==> src/rtl/ring_mem_pkg.sv <==
package ring_mem_pkg;
  typedef enum logic {
    OP_READ  = 1'b0,
    OP_WRITE = 1'b1
  } ring_op_e;

  typedef struct packed {
    logic     valid;
    ring_op_e op;
    logic     data;
  } ring_req_s;
endpackage

==> src/rtl/ring_rot_counter.sv <==
module ring_rot_counter #(
  parameter int LEN   = 50,
  parameter int IDX_W = $clog2(LEN)
) (
  input  logic             clk,
  input  logic             rst,
  input  logic             shift_en,
  output logic [IDX_W-1:0] rot
);
  localparam logic [IDX_W-1:0] LAST = IDX_W'(LEN - 1);

  always_ff @(posedge clk) begin
    if (rst) begin
      rot <= '0;
    end else if (shift_en) begin
      if (rot == LAST) rot <= '0;
      else             rot <= rot + 1'b1;
    end
  end

  assert_rot_range_R2: assert property (@(posedge clk) disable iff (rst)
    rot <= LAST);
  assert_rot_hold_R5: assert property (@(posedge clk) disable iff (rst)
    !shift_en |=> $stable(rot));
  assert_rot_wrap_R2: assert property (@(posedge clk) disable iff (rst)
    (shift_en && rot == LAST) |=> rot == '0);
endmodule

==> src/rtl/ring_req_tracker.sv <==
module ring_req_tracker
  import ring_mem_pkg::*;
#(
  parameter int LEN   = 50,
  parameter int IDX_W = $clog2(LEN)
) (
  input  logic             clk,
  input  logic             rst,
  input  logic             shift_en,
  input  logic [IDX_W-1:0] rot,
  input  logic             rd_req,
  input  logic [IDX_W-1:0] rd_idx,
  input  logic             wr_req,
  input  logic [IDX_W-1:0] wr_idx,
  input  logic             wr_bit,
  output logic             busy,
  output logic             hit_rd,
  output logic             hit_wr,
  output logic             hit_bit
);
  localparam logic [IDX_W-1:0] LAST = IDX_W'(LEN - 1);

  ring_req_s        held;
  logic [IDX_W-1:0] held_idx;
  logic             take_rd, take_wr, hit;

  // read wins when both are raised; an out-of-range index is refused
  assign take_rd = !held.valid && rd_req && (rd_idx <= LAST);
  assign take_wr = !held.valid && !rd_req && wr_req && (wr_idx <= LAST);
  assign hit     = held.valid && shift_en && (rot == held_idx);

  always_ff @(posedge clk) begin
    if (rst) begin
      held     <= '{valid: 1'b0, op: OP_READ, data: 1'b0};
      held_idx <= '0;
    end else if (take_rd) begin
      held     <= '{valid: 1'b1, op: OP_READ, data: 1'b0};
      held_idx <= rd_idx;
    end else if (take_wr) begin
      held     <= '{valid: 1'b1, op: OP_WRITE, data: wr_bit};
      held_idx <= wr_idx;
    end else if (hit) begin
      held.valid <= 1'b0;
    end
  end

  assign busy    = held.valid;
  assign hit_rd  = hit && (held.op == OP_READ);
  assign hit_wr  = hit && (held.op == OP_WRITE);
  assign hit_bit = held.data;

  assert_refuse_when_busy_R6: assert property (@(posedge clk) disable iff (rst)
    (held.valid && !(shift_en && rot == held_idx)) |=> (held.valid && $stable(held_idx)));
  assert_range_refused_R8: assert property (@(posedge clk) disable iff (rst)
    (!held.valid && rd_req && rd_idx > LAST) |=> !held.valid);
  assert_read_priority_R7: assert property (@(posedge clk) disable iff (rst)
    (!held.valid && rd_req && wr_req && rd_idx <= LAST) |=> (held.valid && held.op == OP_READ));
  assert_one_hit_R6: assert property (@(posedge clk) disable iff (rst)
    !(hit_rd && hit_wr));
endmodule

==> src/rtl/ring_store.sv <==
module ring_store #(
  parameter int LEN   = 50,
  parameter int IDX_W = $clog2(LEN)
) (
  input  logic             clk,
  input  logic             rst,
  input  logic             shift_en,
  input  logic [IDX_W-1:0] rot,
  input  logic             hit_rd,
  input  logic             hit_wr,
  input  logic             hit_bit,
  output logic             rd_data,
  output logic             rd_valid
);
  // slot p holds logical index p; the rotation counter selects the exit slot
  logic mem [0:LEN-1];
  logic exit_bit, feed_bit;

  assign exit_bit = mem[rot];
  assign feed_bit = hit_wr ? hit_bit : exit_bit;

  // no reset on the array: contents survive reset, RAM-style inference
  always_ff @(posedge clk) begin
    if (shift_en) mem[rot] <= feed_bit;
  end

  always_ff @(posedge clk) begin
    if (rst) begin
      rd_valid <= 1'b0;
      rd_data  <= 1'b0;
    end else begin
      rd_valid <= hit_rd;
      if (hit_rd) rd_data <= exit_bit;
    end
  end

  assert_valid_pulse_R9: assert property (@(posedge clk) disable iff (rst)
    rd_valid |=> !rd_valid);
  assert_valid_needs_shift_R5: assert property (@(posedge clk) disable iff (rst)
    rd_valid |-> $past(shift_en));
  assert_data_stable_R2: assert property (@(posedge clk) disable iff (rst)
    !rd_valid |=> (rd_valid || $stable(rd_data)));
endmodule

==> src/rtl/ring_serial_mem.sv <==
module ring_serial_mem #(
  parameter int LEN   = 50,
  parameter int IDX_W = $clog2(LEN)
) (
  input  logic             clk,
  input  logic             rst,
  input  logic             shift_en,
  input  logic             rd_req,
  input  logic [IDX_W-1:0] rd_idx,
  input  logic             wr_req,
  input  logic [IDX_W-1:0] wr_idx,
  input  logic             wr_bit,
  output logic             rd_data,
  output logic             rd_valid,
  output logic             busy
);
  logic [IDX_W-1:0] rot;
  logic             hit_rd, hit_wr, hit_bit;

  ring_rot_counter #(.LEN(LEN), .IDX_W(IDX_W)) rot_i (
    .clk(clk), .rst(rst), .shift_en(shift_en), .rot(rot)
  );

  ring_req_tracker #(.LEN(LEN), .IDX_W(IDX_W)) req_i (
    .clk(clk), .rst(rst), .shift_en(shift_en), .rot(rot),
    .rd_req(rd_req), .rd_idx(rd_idx), .wr_req(wr_req), .wr_idx(wr_idx),
    .wr_bit(wr_bit), .busy(busy), .hit_rd(hit_rd), .hit_wr(hit_wr),
    .hit_bit(hit_bit)
  );

  ring_store #(.LEN(LEN), .IDX_W(IDX_W)) store_i (
    .clk(clk), .rst(rst), .shift_en(shift_en), .rot(rot),
    .hit_rd(hit_rd), .hit_wr(hit_wr), .hit_bit(hit_bit),
    .rd_data(rd_data), .rd_valid(rd_valid)
  );

  assert_valid_clears_busy_R6: assert property (@(posedge clk) disable iff (rst)
    rd_valid |-> !busy);
  assert_valid_after_busy_R9: assert property (@(posedge clk) disable iff (rst)
    rd_valid |-> $past(busy));
endmodule

==> config.mk <==
export PLATFORM = sky130hd
export DESIGN_NAME = ring_serial_mem
export DESIGN_NICKNAME = d
export VERILOG_FILES = /design/src/rtl/ring_mem_pkg.sv /design/src/rtl/ring_rot_counter.sv /design/src/rtl/ring_req_tracker.sv /design/src/rtl/ring_store.sv /design/src/rtl/ring_serial_mem.sv
export SDC_FILE = /design/constraint.sdc
export NUM_CORES = 1
export LEC_CHECK = 0
export BUFFER_PORTS_ARGS = -buffer_cell sky130_fd_sc_hd__buf_2
export CORE_UTILIZATION = 60
export DETAILED_ROUTE_END_ITERATION = 8
export HOLD_SLACK_MARGIN = 0.1
export PLACE_DENSITY = 0.87
export SLEW_MARGIN = 20
export SYNTH_ARGS = -nofsm -noshare
export SYNTH_HDL_FRONTEND = slang
export SYNTH_HIERARCHICAL = 1
export SYNTH_SLANG_ARGS = --single-unit
==> constraint.sdc <==
create_clock -name clk -period 4.2 [get_ports clk]
set_input_delay 0.42 -clock clk [delete_from_list [all_inputs] [get_ports clk]]
set_output_delay 0.42 -clock clk [all_outputs]
set_load 0.01 [all_outputs]
==> key figures, run 1 <==
Run status
  • Status: complete, no violations

Synth
  • EDFF count, synth: 50
  • Syn Area/Cell: 11.1 µm²
  • Async SR Flop Fraction: 0
  • Top FF cell, synth: edfxtp_1
  • Post-Syn Area: 3270 µm²
  • Synth cell types: 54
  • Synth Warn #: 6
  • Yosys reg bits: 67
  • Synthesized net count: 316
  • Post-Syn Instances: 296
  • Seq/Total Area, Yosys: 0.562

Drt
  • Drt wl/cell: 16.8 µm
  • Via count: 2298
  • DRC Markers: 0
  • First DRT Iteration DRCs: 197
  • Pre-Repair DR Iteration Count: 4
  • Via density: 5.91
  • Total wire length: 6.54 mm
  • Antenna viol nets, final: 0

Power and ir drop
  • Internal cell power: 1.09 mW
  • Lkg Pwr: 1.21 nW
  • Cell Pwr Density: 396 nW/µm²
  • Switch share: 0.233
  • Seq pwr share: 0.536
  • Clk pwr share: 0.354
  • Total power: 1.42 mW
  • Combinational power share: 0.111
  • Peak VDD IR: 216 µV
  • Switch Pwr: 0.330 mW

Critical path
  • Worst Setup Path Type: reg -> reg
  • CP startpoint: rot_i/rot[1]
  • Crit path max fanout: 24
  • Setup slack, reg-to-reg: 1.51 ns
  • Reg2reg start: rot_i/rot[1]
  • Reg-to-Reg End: store_i/mem[34]
  • Crit path required time: 4.26 ns
  • Reg2Reg Depth: 7
  • Setup crit end kind: flip-flop
  • CP arrival: 2.76 ns
  • CP endpoint: store_i/mem[34]
  • Worst setup SP type: flip-flop

Floorplan
  • Die Height: 75.9 µm
  • Chip width: 75.9 µm
  • Top Ports: 21
  • Rows: 26
  • Core area: 5170 µm²
  • DIE AREA: 5760 µm²
  • Initial Utilization: 0.633

STA
  • Tcrit/Tclk final: 0.642
  • Max Freq: 0.371 GHz
  • Min Tclk post-route: 2.69 ns
  • Final Hold Viols: 0
  • RSZ-0062 raised after global routing: false
  • Fin Hold WS: 0.379 ns
  • Final setup viols: 0
  • Worst clock skew: 0.0108 ns
  • Slew Viols, Final: 0
  • Post-route setup TNS: 0 ns
  • Worst-Margin Slew: 0.817 ns
  • Slew margin rel.: 0.455
  • Post-route setup slack: 1.51 ns

Finish
  • Most frequent cells in the layout: nor2_1 (59), edfxtp_1 (50), nand2_1 (21), buf_2 (20), dfxtp_1 (17)
  • FF/Latch Area: 1840 µm²
  • Diodes inserted: 0
  • Nets@finish: 334
  • Fillcell total: 388
  • Layout cell share with drive strength beyond 1: 0.169
  • Leading cell type in the layout, fill and taps excluded: nor2_1
  • Area occupied by multi-input gates: 1300 µm²
  • Synth-to-layout area growth: 9.59%

Clock tree
  • CTS tree: done
  • Maximum clock path buffer count: 2
  • CTS resizes: 0
  • Clk_lat worst skew: 0.34 ns
  • Total CTS buffers: 9
  • Clk slew on worst S/H paths: 0.07 ns
  • Root buf cell: clkbuf_8
  • # hold bufs at CTS: 0
  • Setup bufs post-CTS: 0
  • TritonCTS Sinks: 67
  • H-tree levels: 3

Global routing
  • Vias in the first global route: 1982
  • Initial antenna violation count: 0
  • Largest net degree at the start of global routing: 42
  • Total GRT Usage: 0.241
  • Remaining Overflow, GRT: 0
  • First-pass GRT wire length: 9.88 mm

Place
  • Placer congestion estimate: 0.843
  • DP HPWL: 4.52 mm
  • PortBufs: 20
  • Placement Setup Slack: 1.54 ns

Flow run
  • Max_cap viols: 0

Hold path
  • Worst hold-check path type: in -> reg
==> worst min path at each step <==
stage                             end  depth (start not counted)  slack, ns               from
floorplan           req_i/held_idx[2]                          2       0.45  req_i/held_idx[2]
global placement    req_i/held_idx[5]                          2       0.46  req_i/held_idx[5]
detailed placement  req_i/held_idx[1]                          2       0.47  req_i/held_idx[1]
CTS                     req_i/hit_bit                          3       0.37             wr_bit
global route        req_i/held_idx[0]                          3       0.41          rd_idx[0]
finish                  req_i/hit_bit                          3       0.38             wr_bit
==> worst max-delay path, cell delays in order, from the launching register on <==
cell,delay [ns]
dfxtp_1,0.86
buf_4,0.34
nor2b_1,0.10
a221o_1,0.35
a22oi_1,0.20
o22a_1,0.22
a32oi_2,0.12
buf_4,0.23
==> layout make-up <==
cell class,instances,share of cell area
clock buffers,15,0.0523
clock inverters,1,0.00139
well taps,70,0.0244
flip-flops and latches,67,0.513
inverters,7,0.00732
repair buffers,25,0.0384
multi-input cells,204,0.363
==> power groups by stage <==
stage / Clock, mW / Sequential, mW / Combinational [mW]
after CTS: 0.510 / 0.760 / 0.157
after detailed placement: 0 / 0.775 / 0.157
after floorplan: 0 / 0.773 / 0.114
after global placement: 0 / 0.774 / 0.149
after global routing: 0.531 / 0.761 / 0.174
final: 0.502 / 0.760 / 0.157
==> logic make-up (layout without fill, tap and decap cells) <==
| kind of cell | count (synthesis) | in the layout | synth area share |
|---|---|---|---|
| fa+ha+maj | 2 | 2 | 0.00764 |
| buf+inv | 25 | 48 | 0.0420 |
| mux | 18 | 18 | 0.0615 |
| compound gates | 48 | 48 | 0.117 |
| xor+xnor | 10 | 10 | 0.0267 |
| flops | 67 | 67 | 0.562 |
| simple gates | 126 | 126 | 0.183 |
==> registers in the layout, summed over array words and instances (netlist names) <==
register          cells
req_i/held_idx        6
req_i/busy            1
store_i/rd_valid      1
store_i/mem          50
rot_i/rot             6
store_i/rd_data       1
req_i/held            1
req_i/hit_bit         1
==> through the flow <==
step           area [µm²]  utilization  instances
6_report             3590        0.694        389
3_5_place_dp         3400        0.657        373
2_1_floorplan        3270            -        296
5_1_grt              3590        0.694        389
3_3_place_gp         3400        0.657        373
4_1_cts              3590        0.694        389
==> per-layer routing <==
metal  GRT usage  vias up  share of wire
li1            -     1125              -
met1       0.338     1122           0.46
met2       0.368       42           0.50
met3      0.0437        9          0.029
met4       0.105        0          0.017
met5           0        -              0
==> Yosys cell counts, types with 3 or more instances <==
cell | instances | area share
a22oi_1 | 7 | 0.016
mux2_2 | 7 | 0.024
nand3b_1 | 4 | 0.0092
xor2_1 | 5 | 0.013
nand2_1 | 21 | 0.024
buf_2 | 5 | 0.0076
a211oi_2 | 3 | 0.011
clkbuf_1 | 5 | 0.0057
inv_1 | 7 | 0.0080
a21oi_1 | 11 | 0.017
xnor2_1 | 5 | 0.013
and3_1 | 3 | 0.0057
a311oi_1 | 4 | 0.011
edfxtp_1 | 50 | 0.46
nor2_1 | 59 | 0.068
nand4_1 | 4 | 0.0076
nor2b_1 | 7 | 0.013
mux2i_1 | 10 | 0.031
nand3_1 | 8 | 0.012
buf_6 | 4 | 0.014
dfxtp_1 | 17 | 0.10
nor3_1 | 6 | 0.0092
No activity file was read; power rests on OpenSTA's default activity.
==> run 2: changes to the inputs <==
clock period = 2.8 ns   (was 4.2 ns; I/O delays follow)
==> run 2 against run 1 <==
Cell area grew 1.6%. Sequential power grew 50%. Combinational power grew 58%. Clock-buffer cell count shrank 6. Utilization grew 1.1 points. Non-clock buffer count grew 3. Cell count grew 0.77%. Hold slack lost 0.16 ns. Global-route usage grew 1.7 points. First-iteration DRC count grew 15%. Critical path type unchanged. Critical endpoint is now store_i/mem[47].
==> key figures, run 2 (synthesis results as in run 1) <==
Run status
  • Status: complete, no violations

Finish
  • Max reg flops: 50 (unchanged)
  • Synth-to-layout area growth: 11.4%
  • Diodes inserted: 0 (unchanged)
  • Fillcell total: 364 (-6.2%)
  • Nets@finish: 337 (+0.90%)
  • Layout cell share with drive strength beyond 1: 0.186 (+0.0171)
  • Design area: 3650 µm² (+1.6%)
  • Post-route insts no fill: 392 (+0.77%)
  • Reg with most FFs: store_i/mem
  • Top flop regs: store_i/mem: 50 flops, req_i/held_idx: 6 flops, rot_i/rot: 6 flops
  • Most frequent cells in the layout: nor2_1 (59), edfxtp_1 (50), nand2_1 (21), buf_2 (20), dfxtp_1 (17)
  • Leading cell type in the layout, fill and taps excluded: nor2_1

Clock tree
  • Maximum clock path buffer count: 2 (unchanged)
  • CTS resizes: 0 (unchanged)
  • H-tree levels: 3 (unchanged)
  • Clk_lat worst skew: 0.35 ns (about the same)
  • Total CTS buffers: 9 (unchanged)
  • Root buf cell: clkbuf_8
  • CTS tree: done
  • Clk slew on worst S/H paths: 0.08 ns (about the same)
  • # hold bufs at CTS: 0 (unchanged)
  • Setup bufs post-CTS: 0 (unchanged)
  • TritonCTS Sinks: 67 (unchanged)

Floorplan
  • Chip width: 75.9 µm (unchanged)
  • Initial Utilization: 0.633 (unchanged)
  • Rows: 26 (unchanged)
  • Top Ports: 21 (unchanged)
  • DIE AREA: 5760 µm² (unchanged)
  • Die Height: 75.9 µm (unchanged)
  • Core area: 5170 µm² (unchanged)

STA
  • Tcrit/Tclk final: 0.846 (+0.204)
  • Worst clock skew: 0.0130 ns (+0.00220 ns)
  • Post-route setup TNS: 0 ns (unchanged)
  • RSZ-0062 raised after global routing: false
  • Final Hold Viols: 0 (unchanged)
  • Worst-Margin Slew: 0.485 ns (-0.332 ns)
  • Fin Hold WS: 0.224 ns (-0.155 ns)
  • Slew margin rel.: 0.672 (+0.217)
  • Max Freq: 0.422 GHz (+14%)
  • Slew Viols, Final: 0 (unchanged)
  • Min Tclk post-route: 2.37 ns (-0.327 ns)
  • Final setup viols: 0 (unchanged)

Critical path
  • CP arrival: 2.50 ns (-0.26 ns)
  • Worst setup SP type: flip-flop
  • Setup slack, reg-to-reg: 0.43 ns (-1.07 ns)
  • Reg2reg start: rot_i/rot[1]
  • Most used cell, CP: buf_4
  • Crit path max fanout: 34 (+42%)
  • Reg2Reg Depth: 6 (-1)
  • CP Cell Sequence: buf_4 -> mux4_2 -> a21boi_2 -> a21oi_1 -> a32oi_2 -> buf_4
  • Slowest CP cell: mux4_2
  • Setup crit end kind: flip-flop
  • Worst Setup Path Type: reg -> reg
  • Crit path required time: 2.94 ns (-1.32 ns)
  • Reg-to-Reg End: store_i/mem[47]
  • Crit-path max cell delay: 0.54 ns (-0.32 ns)

Drt
  • Total wire length: 6.78 mm (+3.6%)
  • Via count: 2386 (+3.8%)
  • Via density: 6.09 (+3.0%)
  • Drt wl/cell: 17.3 µm (+2.8%)
  • First DRT Iteration DRCs: 226 (+15%)
  • DRC Markers: 0 (unchanged)
  • Antenna viol nets, final: 0 (unchanged)
  • Pre-Repair DR Iteration Count: 6 (+2)

Hold path
  • Hold path endpoint: req_i/held_idx[3]
  • Worst hold-check path type: in -> reg
  • Hold_sp: rd_idx[3]
  • Worst Hold Depth: 3 (unchanged)

Global routing
  • Largest net degree at the start of global routing: 36 (-14%)
  • Remaining Overflow, GRT: 0 (unchanged)
  • Initial antenna violation count: 0 (unchanged)
  • Total GRT Usage: 0.258 (+0.0165)
  • First-pass GRT wire length: 10.6 mm (+7.0%)
  • Vias in the first global route: 2153 (+8.6%)

Power and ir drop
  • Seq pwr share: 0.502 (-0.034)
  • Total power: 2.26 mW (+59%)
  • Internal cell power: 1.71 mW (+57%)
  • Switch Pwr: 0.549 mW (+66%)
  • Switch share: 0.243 (+0.0100)
  • Combinational power share: 0.110 (about the same)
  • Peak VDD IR: 400 µV (+85%)
  • Lkg Pwr: 1.24 nW (+2.7%)
  • Clk pwr share: 0.388 (+0.034)
  • Cell Pwr Density: 620 nW/µm² (+57%)

Place
  • DP HPWL: 4.51 mm (-0.17%)
  • Cells after DPL: 376 (+0.80%)
  • PortBufs: 20 (unchanged)
  • Placer congestion estimate: 0.839 (-0.53%)
  • Placed cell area: 3430 µm² (+1.0%)

Flow run
  • Max_cap viols: 0 (unchanged)
[run 2: changes by cell type in the layout (fill, tap and decap cells not counted)]
cell / previous run / this run
bufinv_16: 0 / 2
clkbuf_8: 11 / 9
clkbuf_1: 3 / 0
buf_12: 0 / 1
clkinv_2: 1 / 3
buf_4: 5 / 7
clkbuf_16: 1 / 0
clkinv_4: 0 / 2
[run 2: worst max-delay path by stage]
| stage | cells past startpoint | slack [ns] | endpoint | startpoint |
|---|---|---|---|---|
| 3_3_place_gp | 6 | 0.53 | store_i/mem[11] | rot_i/rot[1] |
| 3_5_place_dp | 6 | 0.47 | store_i/mem[43] | rot_i/rot[1] |
| 2_1_floorplan | 7 | 0.06 | store_i/mem[0] | rot_i/rot[0] |
| 5_1_grt | 7 | 0.23 | store_i/mem[47] | rot_i/rot[5] |
| 6_report | 6 | 0.43 | store_i/mem[47] | rot_i/rot[1] |
| 4_1_cts | 7 | 0.45 | store_i/mem[11] | rot_i/rot[0] |
[run 2: worst max-delay path: cells and delay by family, from the launching register on]
family | cells | cell delay, ns
DFF | 1 | 0.53
muxes | 1 | 0.54
AOI/OAI and AO/OA | 3 | 0.48
buffers and inverters | 2 | 0.58
[run 2: metal layers]
layer / routed length, µm / vias up / track usage
li1: - / 1125 / -
met1: 2990 / 1137 / 0.344
met2: 3230 / 107 / 0.389
met3: 384 / 17 / 0.0542
met4: 176 / 0 / 0.148
met5: 0 / - / 0
[run 2: area by class of cell]
type	instances	area, µm²	share of cell area
Clock buffer	9	124	0.0340
Clock inverter	7	92.6	0.0254
Inverter	7	26.3	0.00720
Multi-Input combinational cell	204	1300	0.357
Sequential cell	67	1840	0.505
Tap cell	70	87.6	0.0240
Timing Repair Buffer	28	173	0.0473
[run 2: power groups by stage]
stage	clock network, mW	logic, mW	registers [mW]
6_report	0.878	0.248	1.14
5_1_grt	0.919	0.271	1.14
4_1_cts	0.883	0.245	1.14
3_5_place_dp	0	0.243	1.16
3_3_place_gp	0	0.234	1.16
2_1_floorplan	0	0.173	1.16
[run 2: metrics by stage]
step / utilization / worst slack [ns]
after floorplan: - / 0.0631
after global placement: 0.663 / 0.535
after detailed placement: 0.663 / 0.472
after CTS: 0.705 / 0.449
after global routing: 0.705 / 0.225
final: 0.705 / 0.432
